<file path="src/rtl/tlb_assoc.sv">
module tlb_assoc #(
  parameter int ENTRIES = 64,
  parameter int VPN_W   = 20,
  parameter int PPN_W   = 20,
  parameter int OFF_W   = 12
) (
  input  logic                     clk,
  input  logic                     rst_n,
  input  logic                     req_valid,
  input  logic [VPN_W+OFF_W-1:0]   req_vaddr,
  input  logic                     req_store,
  input  logic                     req_user,
  input  logic                     fill_valid,
  input  logic [VPN_W-1:0]         fill_vpn,
  input  logic [PPN_W-1:0]         fill_ppn,
  input  logic                     fill_rd,
  input  logic                     fill_wr,
  input  logic                     fill_usr,
  input  logic                     flush,
  output logic                     lk_hit,
  output logic                     lk_miss,
  output logic                     lk_fault,
  output logic [PPN_W+OFF_W-1:0]   lk_paddr,
  output logic                     lk_dirty
);
  localparam int IDX_W = (ENTRIES > 1) ? $clog2(ENTRIES) : 1;
  localparam logic [IDX_W-1:0] LAST = IDX_W'(ENTRIES - 1);

  logic [ENTRIES-1:0] valid_q, rd_q, wr_q, us_q, dy_q, match;
  logic [VPN_W-1:0]   tag_q [ENTRIES];
  logic [PPN_W-1:0]   ppn_q [ENTRIES];
  logic [IDX_W-1:0]   ptr_q;

  wire [VPN_W-1:0] vpn = req_vaddr[VPN_W+OFF_W-1:OFF_W];
  wire [OFF_W-1:0] off = req_vaddr[OFF_W-1:0];

  genvar g;
  generate
    for (g = 0; g < ENTRIES; g++) begin : g_cmp
      assign match[g] = valid_q[g] && (tag_q[g] == vpn);
    end
  endgenerate

  logic [PPN_W-1:0] sel_ppn;
  logic sel_rd, sel_wr, sel_us, sel_dy;
  always_comb begin
    sel_ppn = '0;
    sel_rd = 1'b0; sel_wr = 1'b0; sel_us = 1'b0; sel_dy = 1'b0;
    for (int i = 0; i < ENTRIES; i++) begin
      if (match[i]) begin
        sel_ppn = sel_ppn | ppn_q[i];
        sel_rd  = sel_rd | rd_q[i];
        sel_wr  = sel_wr | wr_q[i];
        sel_us  = sel_us | us_q[i];
        sel_dy  = sel_dy | dy_q[i];
      end
    end
  end

  wire any_match = |match;
  wire denied = (req_store ? !sel_wr : !sel_rd) || (req_user && !sel_us);
  assign lk_hit   = req_valid && any_match;
  assign lk_miss  = req_valid && !any_match;
  assign lk_fault = lk_hit && denied;
  assign lk_paddr = (lk_hit && !denied) ? {sel_ppn, off} : '0;
  assign lk_dirty = lk_hit && sel_dy;

  wire set_dirty = lk_hit && !denied && req_store;

  always_ff @(posedge clk or negedge rst_n) begin
    if (!rst_n) begin
      valid_q <= '0;
      dy_q    <= '0;
      ptr_q   <= '0;
    end else if (flush) begin
      valid_q <= '0;
      ptr_q   <= '0;
    end else begin
      if (set_dirty) dy_q <= dy_q | match;
      if (fill_valid) begin
        valid_q[ptr_q] <= 1'b1;
        dy_q[ptr_q]    <= 1'b0;
        ptr_q          <= (ptr_q == LAST) ? '0 : ptr_q + 1'b1;
      end
    end
  end

  always_ff @(posedge clk) begin
    if (fill_valid && !flush) begin
      tag_q[ptr_q] <= fill_vpn;
      ppn_q[ptr_q] <= fill_ppn;
      rd_q[ptr_q]  <= fill_rd;
      wr_q[ptr_q]  <= fill_wr;
      us_q[ptr_q]  <= fill_usr;
    end
  end

  AST_ONE_MATCH: assert property (@(posedge clk) disable iff (!rst_n) $onehot0(match));
  AST_FLUSH_EMPTY: assert property (@(posedge clk) disable iff (!rst_n) flush |=> (valid_q == '0 && ptr_q == '0));
  AST_PTR_STEP: assert property (@(posedge clk) disable iff (!rst_n) (fill_valid && !flush) |=> ptr_q == (($past(ptr_q) == LAST) ? '0 : $past(ptr_q) + 1'b1));
  AST_FILL_CLEAN: assert property (@(posedge clk) disable iff (!rst_n) (fill_valid && !flush) |=> (valid_q[$past(ptr_q)] && !dy_q[$past(ptr_q)]));
  AST_FAULT_KEEPS_DIRTY: assert property (@(posedge clk) disable iff (!rst_n) (lk_fault && !fill_valid && !flush) |=> $stable(dy_q));
  AST_IDLE_QUIET: assert property (@(posedge clk) disable iff (!rst_n) !req_valid |-> !(lk_hit || lk_miss || lk_fault));
  AST_FAULT_NO_ADDR: assert property (@(posedge clk) disable iff (!rst_n) lk_fault |-> lk_paddr == '0);
endmodule

</file>
<file path="config.mk">
export PLATFORM = sky130hd
export DESIGN_NAME = tlb_assoc
export DESIGN_NICKNAME = d
export VERILOG_FILES = /design/src/rtl/tlb_assoc.sv
export SDC_FILE = /design/constraint.sdc
export NUM_CORES = 2
export LEC_CHECK = 0
export BUFFER_PORTS_ARGS = -buffer_cell sky130_fd_sc_hd__buf_4
export CORE_MARGIN = 2
export CORE_UTILIZATION = 34
export CTS_BUF_LIST = sky130_fd_sc_hd__clkbuf_4 sky130_fd_sc_hd__clkbuf_8
export CTS_CLUSTER_SIZE = 25
export DETAILED_ROUTE_END_ITERATION = 10
export PLACE_DENSITY_LB_ADDON = 0.1
export SLEW_MARGIN = 20
export SYNTH_ARGS = -nofsm -noshare
export SYNTH_HDL_FRONTEND = slang
export SYNTH_SLANG_ARGS = --single-unit
</file>
<file path="constraint.sdc">
create_clock -name clk -period 3.2 [get_ports clk]
set_clock_uncertainty 0.2 [all_clocks]
set_input_delay 0.32 -clock clk [delete_from_list [all_inputs] [get_ports clk]]
set_output_delay 0.32 -clock clk [all_outputs]
set_load 0.005 [all_outputs]
</file>
==> metrics.yaml <==
status:
  status: "finished, violations left"
  violations: "hold timing, setup timing"
sta:
  period_share_pct: 169
  maxSlewViolCount: 0
  worst_pin_slew_ns: 1.19
  hold_viol: 4
  maxSlewHeadroom_pct: 21.0
  grt_setup_unrepaired: "yes"
  max_freq_mhz: 184
  hold_ws_ns: -0.167
  setup_viol: 100
  fin_ws_ns: -2.22
  post-route-min-period_ns: 5.42
cts:
  cts_tree: "built"
  clkSlewWorstSetupHoldPaths_ns: 0.06
  clkLatencyLatePin_ns: 1.23
  clock-sinks: 2886
  numCtsBuffers: 523
  cts_root_buf: "clkbuf_8"
  ctsHoldBuffers: 391
  cts_max_level: 6
  cts_max_path_buffers: 4
detailed_routing:
  viasPerCell: 5.66
  via_count: 81700
  drtIter0Drc: 11500
  first_pass_iters: 6
  route.detailed.drc: 0
  wl_um: 550000
  wl_per_cell_um: 38.1
  ant_nets: 0
worst_setup_path:
  start_kind: "flop"
  reg2reg_from: "tag_q[55][16]"
  path_class: "flop to output port"
  path_max_fanout: 8
  cp-end-kind: "output port"
  crit_required_ns: 2.68
  startpoint: "tag_q[38][9]"
  cp.arrival_ns: 4.90
flow_run:
  maxCapViolCount: 0
logic_synthesis:
  ys.warnings.count: 0
  ys_seq_elements: 2886
  synth_cell_types: 73
  synth_top_family_by_area: "XOR/XNOR gates"
  synthMuxAreaShare_pct: 0.0182
  netlist_instances: 7078
  synth-simple-area-share_pct: 8.14
  syn-num-nets: 7161
  synth_edf_count: 2752
  syn_avg_cell_area_um2: 16.5
  synth_compound_gate_area_share_pct: 5.99
  synthArstFlopShare_pct: 4.64
  netlist_area_um2: 117000
  synthFlopType: "edfxtp_1"
  yosysSeqAreaShare_pct: 73.6
  synth_xor_area_share_pct: 9.54
  synth-adder-area-share_pct: 0.0107
place:
  place_congestion: 0.915
  dpl.hpwl_um: 356000
  port_buffers: 117
  placed_cells: 13100
floorplanning:
  ios: 118
  row_count: 215
  initial_core_util_pct: 34.1
  die_area_um2: 348000
  core_area_um2: 342000
  die_h_um: 590
  fp.dieW_um: 590
layout:
  final_cell_mix: "edfxtp_1 (2,752), buf_4 (1,395), xnor2_1 (632)"
  final_core_util_pct: 45.3
  multi_input_area_um2: 29900
  fillers: 30600
  seqCellArea_um2: 86000
  syn2layout_area_growth_pct: 32.7
  fin_nets: 9562
  fin_cells: 14400
  drive_above_1_share_pct: 31.5
  final_common_cell: "edfxtp_1"
global_route:
  overflow: 0
  grt_max_degree: 65
  antenna_found_initial: 45
  grt_first_pass_wirelength_um: 725000
  grt_pass1_vias: 79600
  grt_use_total_pct: 30.9
hold_path:
  min_path_type: "input port to flop"
  min-delay-start: "req_store"
power_and_ir_drop:
  vdd_drop_max_uv: 430
  p_per_area_nw_per_um2: 524
  p_leak_uw: 0.0539
==> critical path, stage by stage, from the launching register on <==
cell      delay [ns]
edfxtp_1        0.39
xnor2_1         0.31
nand4_1         0.21
nor4_4          0.35
buf_4           0.20
and3_1          0.25
buf_4           0.23
buf_12          0.21
nor4_1          0.07
nand4_1         0.13
or2_4           0.16
o21ai_4         0.07
buf_6           0.14
nor4_4          0.64
buf_4           0.23
buf_6           0.09
==> flip-flops by register name, indices dropped and copies added, names as in the netlist <==
register,cells
dy_q,64
ppn_q,1280
ptr_q,6
rd_q,64
tag_q,1280
us_q,64
valid_q,64
wr_q,64
==> per-layer routing <==
metal	global-route usage [%]	vias up	part of all wire [%]
met4	10.4	8	3.6
li1	-	32800	-
met2	48.7	4675	46
met3	5.33	884	8.8
met1	43.2	43400	42
met5	0	-	0.030
==> synth_stat cells (5+ instances only) <==
master | number | area share [%]
buf_12 | 13 | 0.22
nor2_1 | 98 | 0.31
nor4b_1 | 24 | 0.18
nor3_1 | 88 | 0.38
a22oi_1 | 28 | 0.18
buf_4 | 34 | 0.22
nor3b_1 | 19 | 0.12
nor4_2 | 34 | 0.36
buf_1 | 16 | 0.051
xor2_1 | 629 | 4.7
or3b_2 | 9 | 0.067
o41ai_2 | 11 | 0.15
and3_1 | 40 | 0.21
buf_8 | 30 | 0.39
or3_1 | 13 | 0.070
edfxtp_1 | 2752 | 71
nand4bb_1 | 5 | 0.048
buf_6 | 77 | 0.74
nor4_1 | 245 | 1.3
xnor2_1 | 641 | 4.8
and2_1 | 49 | 0.26
clkbuf_1 | 116 | 0.37
or2_2 | 8 | 0.043
inv_1 | 138 | 0.44
and2_0 | 6 | 0.032
nand3_1 | 226 | 0.97
o21ai_0 | 113 | 0.48
a21oi_1 | 5 | 0.021
nor4b_2 | 10 | 0.13
nand4b_1 | 8 | 0.060
or4_1 | 55 | 0.35
and4_1 | 14 | 0.10
a22o_1 | 354 | 2.7
a221oi_1 | 304 | 2.3
dfrtp_1 | 134 | 2.9
buf_2 | 55 | 0.24
nand2b_1 | 28 | 0.15
nand2_1 | 211 | 0.68
nand4_1 | 378 | 2.0
==> power by group <==
group	switching (uW)	internal, uW
registers	22.0	41400
clock network	16300	18700
logic	2980	1820
total	19300	61900
==> per-stage QoR <==
step / total power (uW) / setup TNS, ns / setup slack, ns / cell area, um2
final: 81200 / -113.64 / -2.22 / 155000
after global routing: 83300 / -116.70 / -2.22 / 155000
after CTS: 81500 / -112.37 / -2.22 / 154000
after detailed placement: 46500 / -142.13 / -2.20 / 138000
after global placement: 46500 / -144.55 / -2.27 / 138000
after floorplan: 43700 / -8.21 / -0.272 / 117000
==> timing repair <==
action                                  4_1_cts  5_1_grt
buffers inserted                             27       44
resized for setup                           209      161
pin swaps                                    59       72
endpoints found under the setup margin      102      100
cloned                                        4        1
endpoints found under the hold margin      3074        4
==> cells by family (layout without fill, tap and decap cells) <==
group	after synthesis	after routing
DFF	2886	2886
and+or+nand+nor	1596	1596
xor gates and xnor gates	1271	1271
AOI/OAI and AO/OA	842	842
buffers and inverters	480	3277
muxes	2	2
adders and majority gates	1	1
other	0	13
==> final timing paths <==
check	endpoint	cells past startpoint	slack, ns
worst max-delay path	lk_paddr[13]	15	-2.22
worst min-delay path	dy_q[22]	6	-0.17
worst max register to register	dy_q[52]	15	-0.84
worst min register to register	dy_q[34]	2	0.29
max in group asynchronous	valid_q[8]	5	1.90
min in group asynchronous	valid_q[1]	4	0.17
==> cell type report <==
cell class	count	area share, %
antenna	13	0.0210
clock buffer	772	5.97
clock inverter	149	0.578
inverter	139	0.352
multi-input combinational	3712	19.3
sequential	2886	55.5
tap	4557	3.68
timing repair buffer	2217	14.6
Note: power is estimated with default switching activity, not from simulation.
